===== src/rtl/pic_pkg.sv =====
package pic_pkg;

   typedef enum logic [1:0] {
      SEQ_IDLE,
      SEQ_BASE,
      SEQ_CASC,
      SEQ_MODE
   } seq_e;

   // command-address bit fields
   localparam int         CMD_START_BIT = 4;
   localparam int         CMD_RSEL_BIT  = 3;
   localparam int         RSEL_EN_BIT   = 1;
   localparam int         RSEL_ISR_BIT  = 0;
   localparam logic [2:0] EOI_OPCODE    = 3'b011;

   // mode word
   localparam int         MODE_AUTO_BIT = 1;

   localparam logic       ADDR_CMD  = 1'b0;
   localparam logic       ADDR_DATA = 1'b1;

endpackage


===== src/rtl/pic_regport.sv =====
module pic_regport
   import pic_pkg::*;
#(
   parameter int              DW       = 8,
   parameter logic [DW-1:0]   RST_MASK = '1,
   localparam int             LVL_W    = $clog2(DW),
   localparam int             BASE_W   = DW - LVL_W
)(
   input  logic               clk,
   input  logic               rst_n,
   input  logic               wr_en,
   input  logic               addr,
   input  logic [DW-1:0]      wdata,
   output logic [DW-1:0]      imr_q,
   output logic [BASE_W-1:0]  base_q,
   output logic [DW-1:0]      casc_q,
   output logic               auto_q,
   output logic               rd_isr_q,
   output logic               eoi_stb,
   output logic [LVL_W-1:0]   eoi_lvl,
   output logic               init_stb
);

   seq_e  seq_q;
   logic  cmd_wr;
   logic  data_wr;

   assign cmd_wr   = wr_en && (addr == ADDR_CMD);
   assign data_wr  = wr_en && (addr == ADDR_DATA);
   assign init_stb = cmd_wr && wdata[CMD_START_BIT];
   assign eoi_stb  = cmd_wr && !wdata[CMD_START_BIT] && !wdata[CMD_RSEL_BIT]
                     && (wdata[DW-1:DW-3] == EOI_OPCODE);
   assign eoi_lvl  = wdata[LVL_W-1:0];

   always_ff @(posedge clk or negedge rst_n) begin
      if (!rst_n) begin
         seq_q    <= SEQ_IDLE;
         imr_q    <= RST_MASK;
         base_q   <= '0;
         casc_q   <= '0;
         auto_q   <= 1'b0;
         rd_isr_q <= 1'b0;
      end else begin
         if (init_stb) begin
            seq_q    <= SEQ_BASE;
            rd_isr_q <= 1'b0;
         end else if (cmd_wr && wdata[CMD_RSEL_BIT] && wdata[RSEL_EN_BIT]) begin
            rd_isr_q <= wdata[RSEL_ISR_BIT];
         end
         if (data_wr) begin
            unique case (seq_q)
               SEQ_BASE: begin
                  base_q <= wdata[DW-1:LVL_W];
                  seq_q  <= SEQ_CASC;
               end
               SEQ_CASC: begin
                  casc_q <= wdata;
                  seq_q  <= SEQ_MODE;
               end
               SEQ_MODE: begin
                  auto_q <= wdata[MODE_AUTO_BIT];
                  seq_q  <= SEQ_IDLE;
               end
               default: imr_q <= wdata;
            endcase
         end
      end
   end

endmodule


===== src/rtl/pic_req_capture.sv =====
module pic_req_capture #(
   parameter int N = 8
)(
   input  logic          clk,
   input  logic          rst_n,
   input  logic [N-1:0]  irq_in,
   input  logic [N-1:0]  level_en,
   input  logic [N-1:0]  clr_vec,
   output logic [N-1:0]  irr_q
);

   logic [N-1:0] prev_q;

   for (genvar g = 0; g < N; g++) begin : g_line
      always_ff @(posedge clk or negedge rst_n) begin
         if (!rst_n) begin
            prev_q[g] <= 1'b0;
            irr_q[g]  <= 1'b0;
         end else begin
            prev_q[g] <= irq_in[g];
            if (clr_vec[g])
               irr_q[g] <= 1'b0;
            else if (level_en[g])
               irr_q[g] <= irq_in[g];
            else
               irr_q[g] <= irq_in[g] & (irr_q[g] | ~prev_q[g]);
         end
      end
   end

endmodule


===== src/rtl/pic_prio.sv =====
module pic_prio #(
   parameter int N     = 8,
   localparam int LVL_W = $clog2(N)
)(
   input  logic [N-1:0]      irr,
   input  logic [N-1:0]      imr,
   input  logic [N-1:0]      isr,
   output logic              have_req,
   output logic [LVL_W-1:0]  win_lvl
);

   logic [N-1:0] blocked;
   logic [N-1:0] eligible;

   // a level is blocked by any in-service bit at equal or higher priority
   assign blocked[0] = isr[0];
   for (genvar g = 1; g < N; g++) begin : g_blk
      assign blocked[g] = blocked[g-1] | isr[g];
   end

   assign eligible = irr & ~imr & ~blocked;

   always_comb begin
      have_req = 1'b0;
      win_lvl  = '0;
      for (int i = N - 1; i >= 0; i--) begin
         if (eligible[i]) begin
            have_req = 1'b1;
            win_lvl  = LVL_W'(i);
         end
      end
   end

endmodule


===== src/rtl/prio_irq_ctrl.sv =====
module prio_irq_ctrl
   import pic_pkg::*;
#(
   parameter int             N         = 8,
   parameter int             DW        = 8,
   parameter bit             IS_MASTER = 1'b1,
   parameter logic [DW-1:0]  RST_MASK  = '1,
   localparam int            LVL_W     = $clog2(N),
   localparam int            BASE_W    = DW - LVL_W
)(
   input  logic              clk,
   input  logic              rst_n,
   input  logic              wr_en,
   input  logic              addr,
   input  logic [DW-1:0]     wdata,
   output logic [DW-1:0]     rdata,
   input  logic [N-1:0]      irq_in,
   input  logic [N-1:0]      level_en,
   output logic              int_out,
   input  logic              ack,
   output logic [DW-1:0]     vector,
   output logic              vector_valid,
   input  logic [LVL_W-1:0]  cas_in,
   input  logic              cas_sel,
   output logic [LVL_W-1:0]  cas_out,
   output logic              cas_valid
);

   if (N != DW) begin : g_bad_width
      $error("prio_irq_ctrl: N must equal DW");
   end
   if (N < 2 || (N & (N - 1)) != 0) begin : g_bad_n
      $error("prio_irq_ctrl: N must be a power of two");
   end

   localparam logic [LVL_W-1:0] SPUR_LVL = LVL_W'(N - 1);

   logic [DW-1:0]     imr_q;
   logic [BASE_W-1:0] base_q;
   logic [DW-1:0]     casc_q;
   logic              auto_q;
   logic              rd_isr_q;
   logic              eoi_stb;
   logic [LVL_W-1:0]  eoi_lvl;
   logic              init_stb;

   logic [N-1:0]      irr_q;
   logic [N-1:0]      isr_q;
   logic              have_req;
   logic [LVL_W-1:0]  win_lvl;
   logic              ack_eff;
   logic              win_cascaded;
   logic [N-1:0]      win_vec;
   logic [N-1:0]      clr_vec;
   logic [N-1:0]      set_vec;
   logic [N-1:0]      eoi_vec;
   logic [DW-1:0]     vec_q;
   logic              vv_q;

   pic_regport #(.DW(DW), .RST_MASK(RST_MASK)) u_regs (
      .clk      (clk),
      .rst_n    (rst_n),
      .wr_en    (wr_en),
      .addr     (addr),
      .wdata    (wdata),
      .imr_q    (imr_q),
      .base_q   (base_q),
      .casc_q   (casc_q),
      .auto_q   (auto_q),
      .rd_isr_q (rd_isr_q),
      .eoi_stb  (eoi_stb),
      .eoi_lvl  (eoi_lvl),
      .init_stb (init_stb)
   );

   pic_req_capture #(.N(N)) u_req (
      .clk      (clk),
      .rst_n    (rst_n),
      .irq_in   (irq_in),
      .level_en (level_en),
      .clr_vec  (clr_vec),
      .irr_q    (irr_q)
   );

   pic_prio #(.N(N)) u_prio (
      .irr      (irr_q),
      .imr      (imr_q),
      .isr      (isr_q),
      .have_req (have_req),
      .win_lvl  (win_lvl)
   );

   // role-dependent acknowledge qualification and cascade code
   if (IS_MASTER) begin : g_master
      assign ack_eff      = ack;
      assign win_cascaded = casc_q[win_lvl];
      assign cas_out      = win_lvl;
      assign cas_valid    = ack && have_req && casc_q[win_lvl];
   end else begin : g_slave
      assign ack_eff      = ack && cas_sel && (cas_in == casc_q[LVL_W-1:0]);
      assign win_cascaded = 1'b0;
      assign cas_out      = '0;
      assign cas_valid    = 1'b0;
   end

   assign win_vec = N'(1) << win_lvl;
   assign clr_vec = (ack_eff && have_req) ? win_vec : '0;
   assign set_vec = (ack_eff && have_req && !auto_q) ? win_vec : '0;
   assign eoi_vec = eoi_stb ? (N'(1) << eoi_lvl) : '0;

   always_ff @(posedge clk or negedge rst_n) begin
      if (!rst_n) begin
         isr_q <= '0;
         vec_q <= '0;
         vv_q  <= 1'b0;
      end else begin
         if (init_stb)
            isr_q <= '0;
         else
            isr_q <= (isr_q & ~eoi_vec) | set_vec;

         vv_q <= 1'b0;
         if (ack_eff) begin
            if (have_req) begin
               vv_q  <= !win_cascaded;
               vec_q <= {base_q, win_lvl};
            end else begin
               vv_q  <= 1'b1;
               vec_q <= {base_q, SPUR_LVL};
            end
         end
      end
   end

   assign int_out      = have_req;
   assign vector       = vec_q;
   assign vector_valid = vv_q;
   assign rdata        = (addr == ADDR_DATA) ? imr_q : (rd_isr_q ? isr_q : irr_q);

endmodule


===== config.mk =====
export PLATFORM = sky130hd
export DESIGN_NAME = prio_irq_ctrl
export DESIGN_NICKNAME = d
export VERILOG_FILES = /design/src/rtl/pic_pkg.sv /design/src/rtl/pic_regport.sv /design/src/rtl/pic_req_capture.sv /design/src/rtl/pic_prio.sv /design/src/rtl/prio_irq_ctrl.sv
export SDC_FILE = /design/constraint.sdc
export NUM_CORES = 1
export LEC_CHECK = 0
export CAP_MARGIN = 30
export CORE_MARGIN = 4
export CORE_UTILIZATION = 52
export CTS_BUF_LIST = sky130_fd_sc_hd__clkbuf_16
export DETAILED_ROUTE_END_ITERATION = 12
export HOLD_SLACK_MARGIN = 0.06
export PLACE_DENSITY = 0.8
export SLEW_MARGIN = 20
export SYNTH_ARGS = -nofsm -noshare
export SYNTH_HDL_FRONTEND = slang
export SYNTH_SLANG_ARGS = --single-unit

===== constraint.sdc =====
create_clock -name clk -period 3.4 [get_ports clk]
set_input_delay 0.85 -clock clk [delete_from_list [all_inputs] [get_ports clk]]
set_output_delay 0.85 -clock clk [all_outputs]
set_load 0.05 [all_outputs]

* After elaboration in Yosys (flattened, before gate mapping)
Cells that the tools add are included.
** Operators by class
- Shifts and indexed selects :: 2
- Reductions and logical operators :: 21
- Bitwise logic cells :: 40
- Mux-type cells :: 48
- Eq/ne operators :: 4
- $lt $le $gt $ge :: 1
** Operators with widths (number)
- two-way mux 8 bit :: 6
- two-way mux 1 bit :: 29
- two-way mux 3 bit :: 9
- bitwise AND 8 bit :: 3
- inverter 8 bit :: 3
- left shift 1 x 3 -> 8 bit, first input constant :: 2
- OR 1 bit :: 15
- logical AND 1 bit :: 11
- inverter 1 bit :: 10
- bitwise AND 1 bit :: 8
- OR 8 bit :: 1
- AND reduction 2 bit :: 4
- case mux 2 bit (3 select lines) :: 1
- equality test 2 bit, second input constant :: 2
- logical NOT 1 bit :: 4
- less-than comparator 3 x 4 -> 1 bit, second input constant :: 1
- two-way mux 2 bit :: 2
- binary-select mux 1 bit (select 3 bit) :: 1
- equality test 3 x 2 -> 1 bit, second input constant :: 1
- OR reduction 3 bit :: 1
- equality test 2 x 1 -> 1 bit, second input constant :: 1
- nonzero test 2 bit :: 1
** Word-level totals
- Logic and storage cells :: 141
- Register bits after elaboration :: 58
- Output and inout bits :: 22
- Input port bits :: 33

* Depth between registers and ports, before layout
- Word-level depth :: 22
- Mapped depth :: 8
- Mapped depth without buffers :: 7

* By module
From an unflattened synthesis, not the netlist that was laid out.
** Second synthesis, totals
- Cells, all modules :: 273
- Area, all modules :: 2997.9 µm²
** By module, submodules not included
- pic_regport :: seq. area each 635.6 µm², area an instance 1143.6 µm², cells an instance 84, times used 1
- prio_irq_ctrl :: seq. area each 425.4 µm², area an instance 1041.0 µm², cells an instance 120, times used 1
- pic_req_capture :: seq. area each 400.4 µm², area an instance 610.6 µm², cells an instance 40, times used 1
- pic_prio :: seq. area each 0.0 µm², area an instance 202.7 µm², cells an instance 29, times used 1

* Worst setup path before layout
No wires, ideal clock.
- Kind :: register to output
- From :: reg isr_q[0]
- To :: out cas_valid
- Required time :: 2.550 ns
- Arrival :: 2.383 ns
- Stages on the path, launching flop included :: 8
- Path slack :: 0.167 ns
- Path buffers :: 1
- Cell sequence :: dfrtp_1 or4_4 nor4_4 a31oi_1 or2_0 buf_6 o211ai_2 a32o_1
** Between the ends
- Word-level cells in the longest chain between the ends :: 20
- Elaborated cells on any way between the ends :: 29
- Classes of those cells :: mux (18); bitwise (9); reduce/logical (2)
** RTL lines
- from (decl) :: RTL line prio_irq_ctrl.sv:48 : logic [N-1:0] isr_q;
- from (signal assigned) :: RTL line prio_irq_ctrl.sv:120 : isr_q <= (isr_q & ~eoi_vec) | set_vec;
- OR 1 bit (7 in a row) :: RTL line pic_prio.sv:18 : assign blocked[g] = blocked[g-1] | isr[g];
- inverter 8 bit * :: RTL line pic_prio.sv:21 : assign eligible = irr & ~imr & ~blocked;
- bitwise AND 8 bit * :: RTL line pic_prio.sv:21
- two-way mux 3 bit (8 in a row) :: RTL line pic_prio.sv:27 : if (eligible[i]) begin
- binary-select mux 1 bit (select 3 bit) :: RTL line prio_irq_ctrl.sv:98 : assign cas_valid = ack && have_req && casc_q[win_lvl];
- two-way mux 1 bit (implied by the code) :: RTL line prio_irq_ctrl.sv:98
- logical AND 1 bit * :: RTL line prio_irq_ctrl.sv:98
- to (decl) :: RTL line prio_irq_ctrl.sv:26 : output logic cas_valid
Mark *: on every way between the ends. The rest lies on a longest branch, timed or not. The select of a mux whose other input is x is not followed.

* Worst setup path in the final report
Ends and elaborated chain as after synthesis.

==> summary.md <==
| Metric | Value |
|---|---|
| Die ar. | 6722 sq um |
| Post-synth EDFFs | 0 |
| Root Driver | clkbuf_16 |
| Clk_lat worst skew | 0.32 ns |
| Routed wire per std cell | 18.15 microns |
| CP Capture Type | output port |
| Top-area cell type share of the netlist area | 43.96% |
| Fmax achieved | 294.2 MHz |
| Worst Tran Pin Value | 0.8106 ns |
| Final HPWL DP | 5.537 mm |
| First-pass GRT wire length | 12.26 mm |
| Layout Area Growth over Synthesis | 39.30% |
| Vias per cell | 5.752 |
| Diode count | 0 |
| Via count | 2393 |
| Vias in the first global route | 2469 |
| Leak | 1.739 nW |
| Cell Count Post-Placement | 397 |
| Syn_nets | 309 |
| Sequential-to-total area share from yosys stat | 51.34% |
| Worst rel slew slack | 45.55% |
| Finished Layout Cells | 416 |
| Total CTS buffers | 9 |
| Core area | 5205 sq um |
| Largest net degree at the start of global routing | 26 |
| Hold Path Class | reg2reg |
| Final setup fails | 0 |
| Async S/R FF share, synth | 100.0% |
| WHS Endpoint | u_regs.base_q[1] |
| Effective utilization at floorplan | 54.69% |
| Port bufs | 50 |
| Clock Pin Slew Worst Setup and Hold Paths | 0.05 ns |
| Routability Congestion | 0.9028 |
| Worst setup SP type | flop |
| Flop2flop setup slack | 0.86 ns |
| Crit Path Max Fanout | 6 |
| Seq cells post-synth | 58 |
| Die Y-Extent | 81.99 microns |
| Power per cell area | 1064 nW/um^2 |
| Slew Limit Fails | 0 |
| Mapped Cells | 271 |
| Initial drt markers | 114 |
| Initial antenna violation count | 0 |
| Syn avg cell area | 10.50 sq um |
| Setup TNS | 0 ns |
| Max Cap Violations | 0 |
| Share of layout cells above drive strength 1 | 26.88% |
| Hold wc startpoint | u_regs.base_q[1] |
| RSZ-0062 raised after global routing | yes |
| FILL cells | 362 |
| Max IR drop VDD | 0.0006396 V |
| CTS tree | done |
| Primary FF master, synth | dfrtp_1 |
| Fin crit period | 3.399 ns |
| Critical path origin | isr_q[0] |
| CP required | 2.55 ns |
| CTS Buffer Depth | 2 |
| Worst Skew | 0.004959 ns |
| Hold Fails Final Rpt | 0 |
| Worst Path Class, Setup | reg2out |
| Total GRT Usage | 24.92% |
| Worst hold stages | 2 |
| Hold_buf cts | 0 |
| Status | completed |
| Pwr Total | 0.004217 W |
| FF-to-FF path depth | 8 |
| Utilization after layout | 76.18% |
| H-tree levels | 3 |
| Worst reg2reg path startpoint | isr_q[0] |
| Total Wirelength | 7.551 mm |
| Grt ovf | 0 |
| Distinct cell type count after synthesis | 41 |
| Top post-synthesis cells by area | dfrtp_1 (44%), mux2_2 (9.9%), dfstp_2 (7.4%), o21ai_0 (4.0%), a21oi_1 (3.2%) |
| Nets | 379 |
| DRT Pass-1 Iters | 4 |
| Syn. warnings | 0 |
| # rows | 26 |
| # clock sinks | 58 |
| Die Width | 81.99 microns |
| Period utilization | 99.97% |
| WP data arrival | 2.55 ns |
| Yosys top cell by area | dfrtp_1 |
| Critical R2R Capture | isr_q[7] |
| DRC | 0 |
| Top-count cell post-synth | dfrtp_1 |
| Routed Antenna Nets | 0 |
| Post-synthesis cell area | 2846 sq um |
| Commonest cells post-synth | dfrtp_1 (50), mux2_2 (25), nand2_1 (24), o21ai_0 (23), a21oi_1 (18) |
| IO Pins | 55 |
| WHS | 0.4883 ns |
metal layers:
| layer | vias up | global-route usage, % | routed length [microns] |
|---|---|---|---|
| li1 | 1128 | - | - |
| met1 | 1175 | 31.10 | 3196 |
| met2 | 76 | 41.60 | 3802 |
| met3 | 14 | 4.167 | 372 |
| met5 | - | 0 | 0 |
| met4 | 0 | 12.62 | 180 |
registers in the layout, indices dropped and copies added, names as in the netlist:
register,flops
isr_q,8
u_regs.casc_q,8
u_regs.imr_q,8
u_req.irr_q,8
u_req.prev_q,8
vector,8
u_regs.base_q,5
u_regs.seq_q,2
u_regs.auto_q,1
u_regs.rd_isr_q,1
vector_valid,1
worst max path at each step:
stage,to,slack [ns]
4_1_cts,cas_valid,0.005
2_1_floorplan,cas_valid,0.17
3_5_place_dp,cas_valid,0.19
3_3_place_gp,cas_valid,0.21
5_1_grt,cas_valid,-0.07
6_report,cas_valid,0.001
stage by stage:
step | setup slack (ns) | cell area [sq um]
3_5_place_dp | 0.1905 | 3615
4_1_cts | 0.005191 | 3945
3_3_place_gp | 0.2095 | 3595
6_report | 0.001165 | 3965
2_1_floorplan | 0.1667 | 2846
5_1_grt | -0.07411 | 3965
cell usage in the layout, fill, tap and decap left out, types with 3 or more instances in the layout:
cell | synthesis | final
buf_4 | 0 | 18
buf_12 | 0 | 12
nand3_1 | 12 | 12
ha_1 | 5 | 5
nand2_1 | 24 | 24
clkinv_2 | 0 | 3
dfstp_2 | 8 | 8
mux2_2 | 25 | 25
mux2i_1 | 8 | 8
dfrtp_1 | 50 | 49
clkdlybuf4s50_1 | 0 | 36
clkbuf_16 | 0 | 9
inv_1 | 15 | 15
nor2b_1 | 5 | 5
a21oi_1 | 18 | 18
o21ai_0 | 23 | 22
a31oi_1 | 5 | 4
nor2_1 | 13 | 13
o31ai_1 | 10 | 10
nand2b_1 | 7 | 7
nor3_1 | 5 | 5
final cells by class:
cell class / count / area (sq um) / area share (%)
Inverter: 16 / 60.06 / 1.515
Sequential cell: 58 / 1463 / 36.89
Multi-Input combinational cell: 189 / 1329 / 33.51
Tap cell: 70 / 87.58 / 2.209
Clock buffer: 9 / 225.2 / 5.680
Timing Repair Buffer: 67 / 740.7 / 18.68
Clock inverter: 7 / 60.06 / 1.515
cells by family (layout without fill, tap and decap cells):
logic type | after synthesis | in the layout | synth area share (%)
AOI/OAI and AO/OA | 69 | 69 | 15.21
muxes | 33 | 33 | 12.70
buffers and inverters | 24 | 99 | 3.428
adders and majority gates | 5 | 5 | 2.198
and+or+nand+nor | 82 | 82 | 15.12
DFF | 58 | 58 | 51.34
report_power, final:
part	total, W	switching [W]	internal (W)
Sequential	0.00119	0.000207	0.000982
Clock	0.000852	0.000296	0.000556
Combinational	0.00218	0.00123	0.000942
Total	0.00422	0.00174	0.00248
worst max-delay path, cell delays in order (launching register included):
cell	delay [ns]
dfrtp_2	0.44
or4_4	0.58
nor4_4	0.19
buf_4	0.16
and3_4	0.21
a211oi_2	0.07
and2_1	0.17
a32o_2	0.25
buf_12	0.15
what timing repair did:
| action | in CTS | in global routing |
|---|---|---|
| setup buffers | 3 | 0 |
| endpoints found under the setup margin | 2 | 1 |
| pin swaps | 1 | 0 |
| gates resized for setup | 7 | 4 |
Power figures use the tool's default switching activity.
